--- src/rtl/gil_pkg.sv ---
package gil_pkg;

   localparam int CFG_W = 4;

   // bit 0 level mode, bit 1 polarity, bit 2 capture enable, bit 3 report enable
   typedef struct packed {
      logic rpt_en;
      logic cap_en;
      logic pol;
      logic lvl;
   } pin_cfg_t;

   function automatic int imax(input int a, input int b);
      return (a > b) ? a : b;
   endfunction

endpackage

--- src/rtl/gil_sync.sv ---
module gil_sync #(
   parameter int WIDTH  = 8,
   parameter int STAGES = 2
) (
   input  logic             clk,
   input  logic             rst_n,
   input  logic [WIDTH-1:0] d_i,
   output logic [WIDTH-1:0] q_o
);

   if (STAGES < 2) begin : g_bad_stages
      $error("gil_sync: STAGES must be at least 2");
   end

   logic [WIDTH-1:0] stg_q [STAGES];

   always_ff @(posedge clk or negedge rst_n) begin
      if (!rst_n) begin
         for (int s = 0; s < STAGES; s++) stg_q[s] <= '0;
      end else begin
         stg_q[0] <= d_i;
         for (int s = 1; s < STAGES; s++) stg_q[s] <= stg_q[s-1];
      end
   end

   assign q_o = stg_q[STAGES-1];

endmodule

--- src/rtl/gil_pin_detect.sv ---
module gil_pin_detect
   import gil_pkg::*;
(
   input  logic     clk,
   input  logic     rst_n,
   input  logic     smp_i,
   input  pin_cfg_t cfg_i,
   input  logic     clr_i,
   output logic     prev_o,
   output logic     trig_o,
   output logic     status_o
);

   logic prev_q;
   logic status_q;
   logic rise;
   logic fall;

   // history follows the input regardless of capture enable
   always_ff @(posedge clk or negedge rst_n) begin
      if (!rst_n) prev_q <= 1'b0;
      else        prev_q <= smp_i;
   end

   assign rise = smp_i & ~prev_q;
   assign fall = ~smp_i & prev_q;

   always_comb begin
      if (cfg_i.lvl) trig_o = (smp_i == cfg_i.pol);
      else           trig_o = cfg_i.pol ? rise : fall;
   end

   // set has priority over write-one-to-clear
   always_ff @(posedge clk or negedge rst_n) begin
      if (!rst_n)                      status_q <= 1'b0;
      else if (cfg_i.cap_en && trig_o) status_q <= 1'b1;
      else if (clr_i)                  status_q <= 1'b0;
   end

   assign prev_o   = prev_q;
   assign status_o = status_q;

endmodule

--- src/rtl/gil_regs.sv ---
module gil_regs
   import gil_pkg::*;
#(
   parameter int NUM_PINS = 8,
   parameter int ADDR_W   = 4,
   parameter int DATA_W   = 8
) (
   input  logic                  clk,
   input  logic                  rst_n,
   input  logic [ADDR_W-1:0]     addr_i,
   input  logic                  wr_i,
   input  logic [DATA_W-1:0]     wdata_i,
   input  logic [NUM_PINS-1:0]   status_i,
   output pin_cfg_t [NUM_PINS-1:0] cfg_o,
   output logic [NUM_PINS-1:0]   clr_o,
   output logic [DATA_W-1:0]     rdata_o
);

   localparam logic [ADDR_W-1:0] STAT_ADDR = ADDR_W'(NUM_PINS);

   if ((2 ** ADDR_W) <= NUM_PINS) begin : g_bad_addr
      $error("gil_regs: ADDR_W too small for NUM_PINS config words plus status");
   end
   if (DATA_W < NUM_PINS || DATA_W < CFG_W) begin : g_bad_data
      $error("gil_regs: DATA_W too narrow");
   end

   pin_cfg_t [NUM_PINS-1:0] cfg_q;

   for (genvar i = 0; i < NUM_PINS; i++) begin : g_cfg
      always_ff @(posedge clk or negedge rst_n) begin
         if (!rst_n)
            cfg_q[i] <= '0;
         else if (wr_i && addr_i == ADDR_W'(i))
            cfg_q[i] <= pin_cfg_t'(wdata_i[CFG_W-1:0]);
      end
   end

   assign cfg_o = cfg_q;
   assign clr_o = (wr_i && addr_i == STAT_ADDR) ? wdata_i[NUM_PINS-1:0] : '0;

   always_comb begin
      rdata_o = '0;
      for (int i = 0; i < NUM_PINS; i++) begin
         if (addr_i == ADDR_W'(i)) rdata_o = DATA_W'(cfg_q[i]);
      end
      if (addr_i == STAT_ADDR) rdata_o = DATA_W'(status_i);
   end

endmodule

--- src/rtl/gil_summary.sv ---
module gil_summary #(
   parameter int NUM_PINS = 8
) (
   input  logic                clk,
   input  logic                rst_n,
   input  logic [NUM_PINS-1:0] status_i,
   input  logic [NUM_PINS-1:0] rpt_en_i,
   output logic                irq_o
);

   logic irq_q;

   always_ff @(posedge clk or negedge rst_n) begin
      if (!rst_n) irq_q <= 1'b0;
      else        irq_q <= |(status_i & rpt_en_i);
   end

   assign irq_o = irq_q;

endmodule

--- src/rtl/gpio_irq_latch.sv ---
module gpio_irq_latch
   import gil_pkg::*;
#(
   parameter  int NUM_PINS    = 8,
   parameter  int ADDR_W      = 4,
   parameter  int SYNC_STAGES = 2,
   localparam int DATA_W      = imax(NUM_PINS, CFG_W)
) (
   input  logic                clk,
   input  logic                rst_n,
   input  logic [NUM_PINS-1:0] gpio_i,
   input  logic [ADDR_W-1:0]   bus_addr,
   input  logic                bus_wr,
   input  logic [DATA_W-1:0]   bus_wdata,
   output logic [DATA_W-1:0]   bus_rdata,
   output logic                irq_o
);

   if (NUM_PINS < 1) begin : g_bad_pins
      $error("gpio_irq_latch: NUM_PINS must be positive");
   end

   logic [NUM_PINS-1:0]     smp;
   logic [NUM_PINS-1:0]     prev_vec;
   logic [NUM_PINS-1:0]     trig_vec;
   logic [NUM_PINS-1:0]     status_q;
   logic [NUM_PINS-1:0]     clr_vec;
   logic [NUM_PINS-1:0]     cap_vec;
   logic [NUM_PINS-1:0]     rpt_vec;
   logic [NUM_PINS-1:0]     lvl_vec;
   pin_cfg_t [NUM_PINS-1:0] cfg;

   gil_sync #(.WIDTH(NUM_PINS), .STAGES(SYNC_STAGES)) u_sync (
      .clk   (clk),
      .rst_n (rst_n),
      .d_i   (gpio_i),
      .q_o   (smp)
   );

   gil_regs #(.NUM_PINS(NUM_PINS), .ADDR_W(ADDR_W), .DATA_W(DATA_W)) u_regs (
      .clk      (clk),
      .rst_n    (rst_n),
      .addr_i   (bus_addr),
      .wr_i     (bus_wr),
      .wdata_i  (bus_wdata),
      .status_i (status_q),
      .cfg_o    (cfg),
      .clr_o    (clr_vec),
      .rdata_o  (bus_rdata)
   );

   for (genvar i = 0; i < NUM_PINS; i++) begin : g_pin
      gil_pin_detect u_det (
         .clk      (clk),
         .rst_n    (rst_n),
         .smp_i    (smp[i]),
         .cfg_i    (cfg[i]),
         .clr_i    (clr_vec[i]),
         .prev_o   (prev_vec[i]),
         .trig_o   (trig_vec[i]),
         .status_o (status_q[i])
      );
      assign cap_vec[i] = cfg[i].cap_en;
      assign rpt_vec[i] = cfg[i].rpt_en;
      assign lvl_vec[i] = cfg[i].lvl;
   end

   gil_summary #(.NUM_PINS(NUM_PINS)) u_sum (
      .clk      (clk),
      .rst_n    (rst_n),
      .status_i (status_q),
      .rpt_en_i (rpt_vec),
      .irq_o    (irq_o)
   );

endmodule

--- config.mk ---
export PLATFORM = sky130hd
export DESIGN_NAME = gpio_irq_latch
export DESIGN_NICKNAME = d
export VERILOG_FILES = /design/src/rtl/gil_pkg.sv /design/src/rtl/gil_sync.sv /design/src/rtl/gil_pin_detect.sv /design/src/rtl/gil_regs.sv /design/src/rtl/gil_summary.sv /design/src/rtl/gpio_irq_latch.sv
export SDC_FILE = /design/constraint.sdc
export NUM_CORES = 1
export LEC_CHECK = 0
export ABC_AREA = 1
export CAP_MARGIN = 0
export CORE_AREA = 5 5 95 97
export CTS_BUF_LIST = sky130_fd_sc_hd__clkbuf_2 sky130_fd_sc_hd__clkbuf_4 sky130_fd_sc_hd__clkbuf_8
export CTS_CLUSTER_DIAMETER = 30
export CTS_CLUSTER_SIZE = 25
export DETAILED_ROUTE_END_ITERATION = 8
export DIE_AREA = 0 0 100 102
export PLACE_DENSITY = 0.52
export SLEW_MARGIN = 10
export SYNTH_ARGS = -nofsm -noshare
export SYNTH_HDL_FRONTEND = slang
export SYNTH_SLANG_ARGS = --single-unit
--- constraint.sdc ---
create_clock -name clk -period 1.21 [get_ports clk]
set_input_delay 0.121 -clock clk [delete_from_list [all_inputs] [get_ports clk]]
set_output_delay 0.121 -clock clk [all_outputs]
set_load 0.01 [all_outputs]
Yosys cells after proc, flatten, opt, wreduce, memory -nomap -nowiden
Cells that the tools add are included.
{"block": "totals", "regBits": 65, "word_cells": 169}
{"block": "op_classes", "n_eq_ne": 16, "mux": 42, "bitwise": 33, "n_reduce_logical": 27}
{"cell": "1-bit two-way mux", "n": 32}
{"cell": "4-bit two-way mux", "n": 8}
{"cell": "1-bit logical AND", "n": 17}
{"cell": "1-bit AND", "n": 16}
{"cell": "4-bit by 3-bit == test with 1-bit output, second input constant", "n": 4}
{"cell": "8-bit two-way mux", "n": 2}
{"cell": "1-bit inverter", "n": 16}
{"cell": "2-bit nonzero test", "n": 8}
{"cell": "8-bit AND", "n": 1}
{"cell": "1-bit == test", "n": 8}
{"cell": "4-bit by 2-bit == test with 1-bit output, second input constant", "n": 2}
{"cell": "8-bit OR reduction", "n": 1}
{"cell": "4-bit by 1-bit == test with 1-bit output, second input constant", "n": 1}
{"cell": "4-bit == test, second input constant", "n": 1}
{"cell": "4-bit zero test", "n": 1}

Longest topological paths before layout
{"block": "logic_depth", "depth_word": 10, "depth_mapped": 8}

Modules after synthesis
Synthesis repeated with hierarchy kept, for this count alone.
{"block": "hier_totals", "hier_cells": 388, "hier_area_um2": 3056.7}
{"module": "gil_regs", "instances": 1, "cells_each": 220, "area_per_inst_um2": 1674.1, "seq_area_each_um2": 800.8}
{"module": "gil_pin_detect", "instances": 8, "cells_each": 16, "area_per_inst_um2": 105.1, "seq_area_each_um2": 50.0}
{"module": "gil_sync", "instances": 1, "cells_each": 24, "area_per_inst_um2": 460.4, "seq_area_each_um2": 400.4}
{"module": "gil_summary", "instances": 1, "cells_each": 16, "area_per_inst_um2": 81.3, "seq_area_each_um2": 25.0}

Worst setup path after synthesis
No wires, ideal clock.
{"block": "synth_path", "kind": "in2out", "startpoint": "input bus_addr[2]", "endpoint": "output bus_rdata[0]", "arrival_time_ps": 924, "required_ps": 1089, "setup_slack_ps": 165, "stages": 8, "n_path_buf": 1, "cell_sequence": "nor2_1 -> buf_2 -> nand3_1 -> nand3_1 -> nor2_1 -> nand4_1 -> nand2_1 -> nand2_1"}
{"block": "synth_via", "elab_chain_len": 10}
{"item": "from (decl)", "line": "gpio_irq_latch.sv:12", "source": "input logic [ADDR_W-1:0] bus_addr,"}
{"item": "4-bit zero test", "line": "gil_regs.sv:45", "source": "if (addr_i == ADDR_W'(i)) rdata_o = DATA_W'(cfg_q[i]);"}
{"item": "4-bit two-way mux (8 in series)", "line": "gil_regs.sv:45"}
{"item": "8-bit two-way mux *", "line": "gil_regs.sv:47", "source": "if (addr_i == STAT_ADDR) rdata_o = DATA_W'(status_i);"}
{"item": "to (decl)", "line": "gpio_irq_latch.sv:15", "source": "output logic [DATA_W-1:0] bus_rdata,"}
Every way passes the cells marked *; elsewhere a longest branch is shown, timed or not.

Worst setup path in the final report
{"block": "layout_path", "startpoint": "register u_regs.cfg_q (netlist bit u_regs.cfg_o[1])", "endpoint": "output bus_rdata[1]"}
{"block": "layout_via", "elab_chain_len": 9}
{"item": "from (decl)", "line": "gil_regs.sv:28", "source": "pin_cfg_t [NUM_PINS-1:0] cfg_q;"}
{"item": "from (signal, indexed assignment)", "line": "gil_regs.sv:35", "source": "cfg_q[i] <= pin_cfg_t'(wdata_i[CFG_W-1:0]);"}
{"item": "4-bit two-way mux (8 in series)", "line": "gil_regs.sv:45"}
{"item": "8-bit two-way mux", "line": "gil_regs.sv:47"}
Every way passes these cells.

==> out/metrics.cfg <==
[worst_setup_path]
worstSetupPathType=flip-flop to output port
worstPathArrival_ps=1390
cp-start-kind=flip-flop
endpoint_kind=output port
critPathMaxFanout=2
required_ps=1090

[routing]
vias=2367
wl_per_cell_um=13.8
vias_per_cell=4.63
drt_iter0_markers=129
dr.pass1.iters=4
antenna_left=0
drc=0
routed_wl_mm=7.03

[layout]
final_common_cell=nand2_1
post-route-util_pct=47.8
final_cell_mix=nand2_1 (83), dfrtp_1 (65), buf_4 (56)
antenna_cells=0
nNetsFinal=424
area_delta_synth_final_pct=41.1
layout-drive-gt1-share_pct=28.6

[grt]
grt_max_degree=66
grt_pass1_wl_mm=11.8
antenna_found_initial=0
grt_usage_pct=15.2
grt_pass1_vias=2394
grt-ovfl-total=0

[clock_tree]
h-tree-depth=3
clock_latency_ps=340
cts_tree=yes
cts.path.max_buffers=2
clk_pin_slew_worst_paths_ps=70
root_buffer=clkbuf_8
numCtsBuffers=9
clkSinkCount=65

[floorplan]
die_h_um=102
start_util_pct=33.9
dieArea_um2=10200
rows=33
dieWidth_um=100
design.core.area_um2=8050
ios=32

[timing]
tns_ps=-1110
rsz0062_at_grt=true
finalCritPeriodShare_pct=125
tightest_slew_ps=392
finalHoldViolations=0
max-slew-margin-rel_pct=73.8
finalSetupViolations=4
fin_ws_ps=-304
fin_skew_ps=5.42
drv_slew=0
max_freq_mhz=660
period_needed_ps=1510

[outcome]
violations=setup timing
outcome=complete, but fails checks

[synth]
syn_nets=325
synth_warnings=0
syn_area_um2=2730
yosysSeqAreaShare_pct=59.6
yosysUniqueCellTypes=18
syn_inst=302
ys_ff_latch=65
avgSynthCellArea_um2=9.03

[power_and_ir_drop]
ir_drop_mv=0.758
switching_share_pct=29.5
total_power_mw=5.66
p_switching_mw=1.67
combPwrFrac_pct=23.8
p_leak_nw=1.87
power.density_nw_per_um2=1470
intPower_mw=3.99
power_frac_seq_pct=48.4
clock_power_share_pct=27.7

[hold_path]
hold_path.class=input port to flip-flop

[placement]
dpl.hpwl_mm=5.13
port-buffer-count=31
globalplace.congestion=0.817

[run]
cap_viol_max_count=0

[repair_timing]
action | CTS | global route
buffers inserted | 5 | 5
hold buffers | 1 | 0
gates resized for setup | 62 | 22
setup endpoints to repair | 45 | 7
endpoints found under the hold margin | 65 | 0
pin swaps | 11 | 12
[worst paths after layout]
check | startpoint | endpoint | slack (ps) | cells after the start
setup / recovery | u_regs.cfg_o[1] | bus_rdata[1] | -300 | 7
hold / removal | gpio_i[6] | u_sync.stg_q[14] | 210 | 1
setup reg to reg | u_regs.cfg_o[4] | g_pin[1].u_det.status_o | 50 | 6
hold reg to reg | u_sync.stg_q[8] | u_sync.q_o[0] | 350 | 0
max in group asynchronous | rst_n | g_pin[0].u_det.prev_o | 610 | 3
min in group asynchronous | rst_n | g_pin[1].u_det.prev_o | 310 | 3
[layout make-up]
type | instances | area [um^2]
clock buffers | 10 | 131
clock inverters | 6 | 35.0
fillers | 796 | 4200
inverters | 33 | 129
multi-input cells | 202 | 1060
flip-flops and latches | 65 | 1630
well taps | 105 | 131
repair buffers | 90 | 733
[critical path, cell delays in order, from the launching register on]
cell and delay, ps:
dfrtp_1 390, nand3_1 110, nand3_2 80, nor2_2 120, nand4_1 100, nand2_1 70, nand2_1 50, buf_2 130
[routing by layer]
layer  part of all wire, %  global-route usage [%]
met5                     0                       0
met4                   1.5                    7.46
met3                   4.6                    2.66
met2                    48                    23.9
met1                    46                    20.4
[cells in the mapped netlist]
master	number	area (um^2)
nor3_2	1	10.0
inv_1	31	116
buf_2	1	5.00
a21oi_1	6	30.0
nand2_1	84	315
nand3_1	22	110
nor2_2	2	12.5
o31ai_1	7	52.6
o21ai_0	39	195
o211ai_1	7	52.6
nor2_4	2	22.5
nor3_4	1	16.3
dfrtp_1	65	1630
nand4_1	6	37.5
nor2_1	21	78.8
a22o_1	4	35.0
inv_2	2	7.51
buf_1	1	3.75
[cell families (layout without fill, tap and decap cells)]
kind of cell	count (synthesis)	count (layout)	synth area share, %
and+or+nand+nor	139	139	22.1
DFF	65	65	59.6
AOI/OAI and AO/OA	63	63	13.4
buffers and inverters	35	139	4.86
[flip-flops by register name (all words and copies together), names as in the netlist]
name	cells
u_sync.q_o	8
g_pin.u_det.status_o	8
u_sync.stg_q	8
g_pin.u_det.prev_o	8
u_sum.irq_o	1
u_regs.cfg_o	32
[per-stage QoR]
| step | setup WS, ps | instances | hold WS [ps] | cell area (um^2) |
|---|---|---|---|---|
| 6_report | -304 | 511 | 207 | 3850 |
| 4_1_cts | -351 | 508 | 192 | 3740 |
| 3_3_place_gp | -944 | 486 | 167 | 3560 |
| 3_5_place_dp | -978 | 486 | 171 | 3560 |
| 2_1_floorplan | 165 | 302 | -175 | 2730 |
| 5_1_grt | -409 | 511 | 191 | 3850 |
[power groups by stage]
stage | Combinational, mW | Sequential (mW) | Clock, mW
6_report | 1.35 | 2.74 | 1.57
3_5_place_dp | 1.32 | 2.77 | 0
2_1_floorplan | 0.490 | 2.77 | 0
4_1_cts | 1.31 | 2.73 | 1.63
3_3_place_gp | 1.30 | 2.77 | 0
5_1_grt | 1.52 | 2.78 | 1.71
No activity file was read; power rests on OpenSTA's default activity.
